File: config.mk
export PLATFORM = sky130hd
export DESIGN_NAME = i2c_regread_seq
export DESIGN_NICKNAME = d
export VERILOG_FILES = /design/src/rtl/rdseq_pkg.sv /design/src/rtl/rdseq_regsel.sv /design/src/rtl/rdseq_fsm.sv /design/src/rtl/i2c_regread_seq.sv
export SDC_FILE = /design/constraint.sdc
export NUM_CORES = 1
export LEC_CHECK = 0
export ABC_AREA = 1
export BUFFER_PORTS_ARGS = -buffer_cell sky130_fd_sc_hd__buf_2
export CELL_PAD_IN_SITES_DETAIL_PLACEMENT = 1
export CELL_PAD_IN_SITES_GLOBAL_PLACEMENT = 1
export CORE_MARGIN = 2
export CORE_UTILIZATION = 31
export DETAILED_ROUTE_END_ITERATION = 8
export GPL_ROUTABILITY_DRIVEN = 1
export GPL_TIMING_DRIVEN = 1
export PLACE_DENSITY_LB_ADDON = 0.15
export SYNTH_ARGS = -nofsm -noshare
export SYNTH_HDL_FRONTEND = slang
export SYNTH_SLANG_ARGS = --single-unit
File: constraint.sdc
create_clock -name clk -period 5.6 [get_ports clk]
set_clock_uncertainty 0.2 [all_clocks]
set_input_delay 0.56 -clock clk [delete_from_list [all_inputs] [get_ports clk]]
set_output_delay 0.56 -clock clk [all_outputs]
set_load 0.02 [all_outputs]
File: src/rtl/rdseq_pkg.sv
package rdseq_pkg;

  typedef enum logic [1:0] {
    OP_START  = 2'd0,
    OP_RSTART = 2'd1,
    OP_WRITE  = 2'd2,
    OP_STOP   = 2'd3
  } op_e;

  typedef enum logic [1:0] {
    MD_TX  = 2'd0,
    MD_RX  = 2'd1,
    MD_TRX = 2'd2,
    MD_RRX = 2'd3
  } mode_e;

  typedef enum logic [2:0] {
    S_IDLE, S_START, S_WADR, S_REG, S_RST, S_RADR, S_STOP
  } st_e;

  localparam int SLV_VALID_BIT = 24;
  localparam int FLAG_LSB      = 24;

  // Direction bit of the first address byte.
  function automatic logic first_rw(input mode_e m, input logic any_reg);
    return !(m == MD_TX || (m == MD_TRX && any_reg));
  endfunction

  // Byte-engine command for each state.
  function automatic op_e op_of(input st_e s);
    case (s)
      S_START: return OP_START;
      S_RST:   return OP_RSTART;
      S_STOP:  return OP_STOP;
      default: return OP_WRITE;
    endcase
  endfunction

endpackage

File: src/rtl/rdseq_regsel.sv
module rdseq_regsel #(
  parameter int NB = 3
) (
  input  logic            clk,
  input  logic            rst_n,
  input  logic            load_i,
  input  logic [NB-1:0]   flags_i,
  input  logic [8*NB-1:0] bytes_i,
  input  logic            pop_i,
  output logic            any_o,
  output logic            last_o,
  output logic [7:0]      byte_o
);
  localparam int IW = (NB > 1) ? $clog2(NB) : 1;

  logic [NB-1:0] left_q;
  logic [7:0]    b_q [NB];
  logic [IW-1:0] cur;

  function automatic logic [IW-1:0] lowest(input logic [NB-1:0] m);
    logic [IW-1:0] r;
    r = '0;
    for (int i = NB - 1; i >= 0; i--)
      if (m[i]) r = IW'(i);
    return r;
  endfunction

  for (genvar gi = 0; gi < NB; gi++) begin : g_byte
    always_ff @(posedge clk or negedge rst_n)
      if (!rst_n)      b_q[gi] <= 8'h00;
      else if (load_i) b_q[gi] <= bytes_i[8*gi +: 8];
  end

  // Each acknowledged byte clears the lowest remaining flag.
  always_ff @(posedge clk or negedge rst_n)
    if (!rst_n)      left_q <= '0;
    else if (load_i) left_q <= flags_i;
    else if (pop_i)  left_q <= left_q & (left_q - NB'(1));

  assign cur    = lowest(left_q);
  assign any_o  = |left_q;
  assign last_o = $onehot(left_q);
  assign byte_o = b_q[cur];
endmodule

File: src/rtl/rdseq_fsm.sv
module rdseq_fsm
  import rdseq_pkg::*;
(
  input  logic  clk,
  input  logic  rst_n,
  input  logic  accept_i,
  input  mode_e mode_i,
  input  logic  any_i,
  input  logic  last_i,
  input  logic  done_i,
  input  logic  ack_i,
  output st_e   st_o,
  output logic  pop_o,
  output logic  ev_nak_o,
  output logic  tx_go_o,
  output logic  rx_go_o,
  output logic  nak_o
);
  st_e st;

  assign st_o     = st;
  assign ev_nak_o = done_i && !ack_i && (st == S_WADR || st == S_REG || st == S_RADR);
  assign pop_o    = (st == S_REG) && done_i && ack_i;

  always_ff @(posedge clk or negedge rst_n) begin
    if (!rst_n) begin
      st      <= S_IDLE;
      tx_go_o <= 1'b0;
      rx_go_o <= 1'b0;
      nak_o   <= 1'b0;
    end else begin
      tx_go_o <= 1'b0;
      rx_go_o <= 1'b0;
      nak_o   <= 1'b0;
      if (ev_nak_o) begin
        st    <= S_STOP;
        nak_o <= 1'b1;
      end else begin
        case (st)
          S_IDLE:  if (accept_i) st <= S_START;
          S_START: if (done_i) st <= S_WADR;
          S_WADR:  if (done_i) begin
            if (mode_i != MD_RX && any_i) st <= S_REG;
            else begin
              st <= S_IDLE;
              if (mode_i == MD_TX) tx_go_o <= 1'b1;
              else                 rx_go_o <= 1'b1;
            end
          end
          S_REG:   if (done_i && last_i) begin
            if (mode_i == MD_TX) begin
              st      <= S_IDLE;
              tx_go_o <= 1'b1;
            end else st <= S_RST;
          end
          S_RST:   if (done_i) st <= S_RADR;
          S_RADR:  if (done_i) begin
            st      <= S_IDLE;
            rx_go_o <= 1'b1;
          end
          S_STOP:  if (done_i) st <= S_IDLE;
          default: st <= S_IDLE;
        endcase
      end
    end
  end
endmodule

File: src/rtl/i2c_regread_seq.sv
module i2c_regread_seq
  import rdseq_pkg::*;
#(
  parameter int REG_BYTES = 3,
  parameter int LEN_W     = 6
) (
  input  logic             clk,
  input  logic             rst_n,
  input  logic             go_i,
  input  logic [1:0]       mode_i,
  input  logic [31:0]      slv_reg_i,
  input  logic [31:0]      reg_addr_i,
  input  logic [LEN_W-1:0] rx_len_i,
  output logic             cmd_valid_o,
  output logic [1:0]       cmd_op_o,
  output logic [7:0]       cmd_byte_o,
  input  logic             cmd_done_i,
  input  logic             cmd_ack_i,
  output logic             busy_o,
  output logic             tx_go_o,
  output logic             rx_go_o,
  output logic [LEN_W-1:0] rx_len_o,
  output logic             nak_evt_o
);
  localparam int RB_W = 8 * REG_BYTES;

  st_e        st;
  mode_e      mode_q;
  logic [6:0] slv_q;
  logic       ev_accept, ev_nak, pop, any_reg, last_reg;
  logic [7:0] reg_byte;

  assign ev_accept = (st == S_IDLE) && go_i && slv_reg_i[SLV_VALID_BIT];

  always_ff @(posedge clk or negedge rst_n)
    if (!rst_n) begin
      mode_q   <= MD_TX;
      slv_q    <= '0;
      rx_len_o <= '0;
    end else if (ev_accept) begin
      mode_q   <= mode_e'(mode_i);
      slv_q    <= slv_reg_i[7:1];
      rx_len_o <= rx_len_i;
    end

  rdseq_regsel #(.NB(REG_BYTES)) u_sel (
    .clk     (clk),
    .rst_n   (rst_n),
    .load_i  (ev_accept),
    .flags_i (reg_addr_i[FLAG_LSB +: REG_BYTES]),
    .bytes_i (reg_addr_i[RB_W-1:0]),
    .pop_i   (pop),
    .any_o   (any_reg),
    .last_o  (last_reg),
    .byte_o  (reg_byte)
  );

  rdseq_fsm u_fsm (
    .clk      (clk),
    .rst_n    (rst_n),
    .accept_i (ev_accept),
    .mode_i   (mode_q),
    .any_i    (any_reg),
    .last_i   (last_reg),
    .done_i   (cmd_done_i),
    .ack_i    (cmd_ack_i),
    .st_o     (st),
    .pop_o    (pop),
    .ev_nak_o (ev_nak),
    .tx_go_o  (tx_go_o),
    .rx_go_o  (rx_go_o),
    .nak_o    (nak_evt_o)
  );

  assign busy_o      = (st != S_IDLE);
  assign cmd_valid_o = busy_o;
  assign cmd_op_o    = op_of(st);

  always_comb begin
    case (st)
      S_WADR:  cmd_byte_o = {slv_q, first_rw(mode_q, any_reg)};
      S_REG:   cmd_byte_o = reg_byte;
      S_RADR:  cmd_byte_o = {slv_q, 1'b1};
      default: cmd_byte_o = 8'h00;
    endcase
  end
endmodule

# Word-level counts from Yosys, hierarchy flattened

Index checks and enable logic that the tools add are counted.

Memories: 0
Memory bits (writable): 0
Register bits: 48
Input port bits: 77
Bits in latches: 0
Bits in read-only memories: 0
Word-level logic and storage cells: 86

Equal/unequal tests: 15
Reduce and logical (&&, ||, !) cells: 21
Mux-type cells: 33
Bitwise gates (word level): 2
Add/sub/neg operators: 3
Divide/modulo/power cells: 0
Magnitude comparators: 1
Multipliers: 0
Shifts and indexed selects: 0

Operator list:

| cell                                                     | count |
|---|---|
| two-way mux 3 bit                                        | 10 |
| one-hot mux 8 bit (3 select lines)                       | 1 |
| one-hot mux 3 bit (6 select lines)                       | 1 |
| binary-select mux 8 bit (select 2 bit)                   | 1 |
| two-way mux 8 bit                                        | 2 |
| inequality test 3 bit, second input constant             | 5 |
| two-way mux 1 bit                                        | 11 |
| equality test 3 bit, second input constant               | 3 |
| logical AND 1 bit                                        | 9 |
| two-way mux 2 bit                                        | 4 |
| equality test 3 x 2 -> 1 bit, second input constant      | 2 |
| one-hot mux 2 bit (3 select lines)                       | 1 |
| AND reduction 6 bit                                      | 1 |
| one-hot mux 1 bit (2 select lines)                       | 2 |
| bitwise AND 3 bit                                        | 1 |
| equality test 3 x 1 -> 1 bit, second input constant      | 1 |
| greater-or-equal comparator 3 bit, second input constant | 1 |
| zero test 3 bit                                          | 1 |
| logical OR 1 bit                                         | 3 |
| inequality test 3 x 1 -> 1 bit, second input constant    | 1 |
| NOT 2 -> 3 bit                                           | 1 |
| nonzero test 3 bit                                       | 1 |
| OR reduction 3 bit                                       | 1 |
| subtractor 3 x 1 -> 3 bit, second input constant         | 1 |
| 9 further kinds                                          | 10 |

# Depth between registers and ports, before layout

Depth after elaboration: 8
Depth in mapped cells: 11
Depth with buffers taken out: 10

# By module

Synthesis repeated with hierarchy kept, for this count alone.

Cell total of the unflattened synthesis: 350
Area total of the unflattened synthesis: 2645.0 µm²

By module, submodules not included:

| module          | cells an instance | area each (µm²) | seq. area each (µm²) | instances |
|---|---|---|---|---|
| rdseq_regsel    | 167               | 1311.3          | 675.6                | 1 |
| i2c_regread_seq | 112               | 852.1           | 375.4                | 1 |
| rdseq_fsm       | 71                | 481.7           | 150.1                | 1 |

# Worst setup path before layout

No wires, ideal clock.

Kind: reg-to-output
Start point: reg u_fsm.st[2] (netlist: u_fsm.st_o[2])
End point: out cmd_op_o[1]
Cell stages (with the launch flop): 4
Buffers on the path: 0
Setup slack: 3492 ps
Arrival time: 1348 ps
Cells stage by stage: dfrtp_1 inv_2 nor2_1 mux2_2

Cells in the longest elaborated chain, start to end: 2
Elaborated cells on any way between the ends: 4
Classes of those cells: 3 x eq/ne; 1 x mux

RTL lines:

| item                                                                | line                  | source |
|---|---|---|
| start: declaration                                                  | rdseq_fsm.sv:19       | `st_e st;` |
| start signal: assignment                                            | rdseq_fsm.sv:27       | `st <= S_IDLE;` |
| start signal: assignment                                            | rdseq_fsm.sv:36       | `st <= S_STOP;` |
| start signal: assignment                                            | rdseq_fsm.sv:40       | `S_IDLE: if (accept_i) st <= S_START;` |
| equality test 3 bit or equality test 3 x 1 -> 1 bit (tied branches) | rdseq_pkg.sv:31       | `case (s)` |
| one-hot mux 2 bit (3 select lines) (*)                              | rdseq_pkg.sv:31       |  |
| end: declaration                                                    | i2c_regread_seq.sv:15 | `output logic [1:0] cmd_op_o,` |

Every way passes the cells marked *; elsewhere a longest branch is shown, timed or not.

# Worst setup path after layout

Start point: reg u_sel.left_q[1]
End point: out cmd_byte_o[6]

Cells in the longest elaborated chain, start to end: 7

RTL lines:

| item                                                 | line                  | source |
|---|---|---|
| start: declaration                                   | rdseq_regsel.sv:16    | `logic [NB-1:0] left_q;` |
| start signal: assignment                             | rdseq_regsel.sv:37    | `else if (load_i) left_q <= flags_i;` |
| start signal: assignment                             | rdseq_regsel.sv:38    | `else if (pop_i) left_q <= left_q & (left_q - NB'(1));` |
| two-way mux 2 bit (2 in a row)                       | rdseq_regsel.sv:24    | `if (m[i]) r = IW'(i);` |
| NOT 2 -> 3 bit (not written as such)                 | rdseq_regsel.sv:43    | `assign byte_o = b_q[cur];` |
| binary-select mux 8 bit (select 2 bit)               | rdseq_regsel.sv:43    |  |
| two-way mux 8 bit (not written as such) (2 in a row) | rdseq_regsel.sv:43    |  |
| one-hot mux 8 bit (3 select lines)                   | i2c_regread_seq.sv:80 | `case (st)` |
| end: declaration                                     | i2c_regread_seq.sv:16 | `output logic [7:0] cmd_byte_o,` |

No other way between the ends. The select of a mux whose other input is x is not followed.

==> results.sh <==
export IMPL_initial_standard_cell_utilization_of_the_core_pct=31.75
export IMPL_clkSlewWorstSetupHoldPaths_ps=90
export IMPL_detail_route_vias_per_cell=4.671
export IMPL_dr_total_vias=2200
export IMPL_routed_wl_met3_um=307
export IMPL_grt_pass1_vias=2310
export IMPL_commonest_cells_after_routing_fill_and_taps_aside="nand2_1, buf_2, dfrtp_1, nand3_1, inv_1"
export IMPL_final_max_slew_viol_count=0
export IMPL_die_area_um2=8601
export IMPL_die_h_um=92.74
export IMPL_outcome="completed"
export IMPL_worstReg2RegStart="u_fsm.st_o[0]$_DFFE_PN0P_"
export IMPL_cts_repair_resized=0
export IMPL_worst_pin_slew_ps=625.7
export IMPL_num_rows=32
export IMPL_critical_path_class="register to output port"
export IMPL_final_period_minus_worst_setup_slack_ps=2895
export IMPL_power_per_cell_area_nw_per_um2=524.8
export IMPL_setup_worst_path_start_class="register"
export IMPL_area_used_by_sequential_logic_in_the_layout_um2=1201
export IMPL_critPathCaptureType="output port"
export IMPL_post_synth_num_cell_types=28
export IMPL_post_cts_buffers=0
export IMPL_critical_path_cell_chain="nor2_1 -> nand2_1 -> nand3_1 -> o211ai_1 -> nand2_1 -> buf_2"
export IMPL_worst_r2r_setup_slack_ps=3250
export IMPL_max_slew_headroom_pct=58.29
export IMPL_final_cells=471
export IMPL_worstPathRequired_ps=4840
export IMPL_synthesis_area_per_instance_um2=7.951
export IMPL_drt_pass1_iterations=4
export IMPL_p_leak_uw=0.001635
export IMPL_ioPinCount=98
export IMPL_number_of_synthesized_register_bits=48
export IMPL_synth_cells=307
export IMPL_gr_usage_all_layers_pct=16.28
export IMPL_route_final_wire_length_um=6455
export IMPL_filler_cell_count=1004
export IMPL_holdBufCountCts=0
export IMPL_areaGrowthSynthToFinish_pct=19.22
export IMPL_timing_final_crit_share_pct=51.70
export IMPL_clk_insertion_delay_late_ps=300
export IMPL_coreArea_um2=7687
export IMPL_routedWlPerCell_um=13.70
export IMPL_timing_hold_worst_class="input port to asynchronous set/reset pin"
export IMPL_area_taken_by_multi_input_logic_gates_um2=1072
export IMPL_dp_final_hpwl_um=4558
export IMPL_cts_buffers_inserted=5
export IMPL_final_hold_violation_count=0
export IMPL_share_of_synthesized_area_occupied_by_flip_flops_and_latches_pct=49.21
export IMPL_setup_repair_after_global_routing_missed_its_margin="false"
export IMPL_cpMaxStageDelayCell="dfrtp_1"
export IMPL_ctsLongestPathBuffers=2
export IMPL_die_w_um=92.74
export IMPL_grt_pass1_wl_um=11050
export IMPL_worst_r2r_cell_count=7
export IMPL_final_setup_tns_ps=0
export IMPL_drt_iter0_drc=45
export IMPL_drt_met1_wl_um=2847
export IMPL_max_cap_violations=0
export IMPL_post_placement_cell_count=465
export IMPL_design_final_nets=448
export IMPL_cpLargestDelayFamily="simple AND/OR/NAND/NOR gates"
export IMPL_worst_endpoint_arrival_ps=2130
export IMPL_crit_path_frequent_cell="nand2_1"
export IMPL_cts_num_sinks=48
export IMPL_clk_root_buffer_cell="clkbuf_8"
export IMPL_layout_commonest_cell="nand2_1"
export IMPL_ir_drop_mv=0.1687
export IMPL_global_route_overflow_total=0
export IMPL_setup_violations_final=0
export IMPL_largest_net_degree_at_the_start_of_global_routing=49
export IMPL_totalPowerFinal_uw=1527
export IMPL_final_antenna_net_count=0
export IMPL_h_tree_depth=2
export IMPL_largest_stage_delay_on_the_critical_path_ps=640
export IMPL_worstSetupStartpoint="u_sel.left_q[1]$_DFFE_PN0P_"
export IMPL_syn_cell_area_um2=2441
export IMPL_worst_path_max_fanout=16
export IMPL_post_route_drc_count=0
export IMPL_placement_io_buffers=68
export IMPL_antenna_cells=0
export IMPL_yosys_warnings=0
export IMPL_route_met2_wl_um=3218
export IMPL_cts_tree="built"
export IMPL_stages_on_the_worst_setup_path=6
export IMPL_share_of_final_layout_standard_cells_stronger_than_drive_strength_1_pct=25.75
export IMPL_max_freq_mhz=345.4
export IMPL_cp_buffers_inverters=1
export IMPL_grt_antenna_before_repair=0
export IMPL_gp_congestion=0.8117
export IMPL_route_top_layer_used="met4"
export IMPL_synthesis_nets=385
==> routing by layer <==
metal / vias to the layer above / global-route usage, %
li1: 1094 / -
met1: 1055 / 19.89
met2: 42 / 28.77
met3: 9 / 3.987
met4: 0 / 4.167
met5: - / 0
==> layout make-up <==
type                       instances  share of cell area (%)
sequential                        48                   41.27
clock inverter                     1                   1.032
multi-input combinational        230                   36.84
timing repair buffer              69                   11.95
tap                              102                   4.385
inverter                          16                   2.150
clock buffer                       5                   2.365
==> registers in the layout, summed over array words and instances (netlist names) <==
register       count
rx_len_o           6
u_fsm.rx_go_o      1
mode_q             2
u_fsm.st_o         3
u_sel.b_q         24
u_fsm.nak_o        1
u_fsm.tx_go_o      1
slv_q              7
u_sel.left_q       3
==> power by group <==
group,total (uW),internal [uW],switching (uW)
registers,620,498,123
clock network,246,128,117
logic,661,230,431
total,1530,856,671
==> through the flow <==
step	hold WS, ps	instance area, um2	utilization, %	setup slack, ps
5_1_grt	203.6	2910	37.86	2483
2_1_floorplan	64.41	2441	-	3492
3_3_place_gp	257.0	2811	36.57	3012
6_report	153.5	2910	37.86	2705
3_5_place_dp	262.7	2811	36.57	3027
4_1_cts	178.0	2910	37.86	2685
==> cell families after synthesis <==
kind of cell,Yosys count,share of synthesized area (%)
AOI/OAI and AO/OA,24,6.356
and+or+nand+nor,204,36.29
adders and majority gates,1,0.8201
buffers and inverters,29,6.868
muxes,1,0.4613
DFF,48,49.21
==> synthesized netlist by cell type, drive strengths merged <==
master  number  share of area, %
nand2      161                25
dfrtp       48                49
fa           1              0.82
nor2        10               2.6
a21oi        2              0.41
inv         16               2.6
a31oi        1              0.26
nand4        1              0.26
nand3       29               7.0
mux2         1              0.46
nor3         3               1.0
o21ai       11               2.4
o211ai      10               3.3
buf         13               4.3
==> final timing paths <==
path | endpoint
hold / removal | rx_len_o[5]$_DFFE_PN0P_
setup / recovery | cmd_byte_o[6]
max in group asynchronous | slv_q[5]$_DFFE_PN0P_
setup reg to reg | u_sel.b_q[3]$_DFFE_PN0P_
min in group clk | rx_len_o[5]$_DFFE_PN0P_
hold reg to reg | rx_len_o[0]$_DFFE_PN0P_
==> worst register-to-register path: cells and delay by family (launching register included) <==
family,cells,cell delay (ps)
simple gates,5,950
flops,1,540
buf+inv,2,600
No activity file was read; power rests on OpenSTA's default activity.
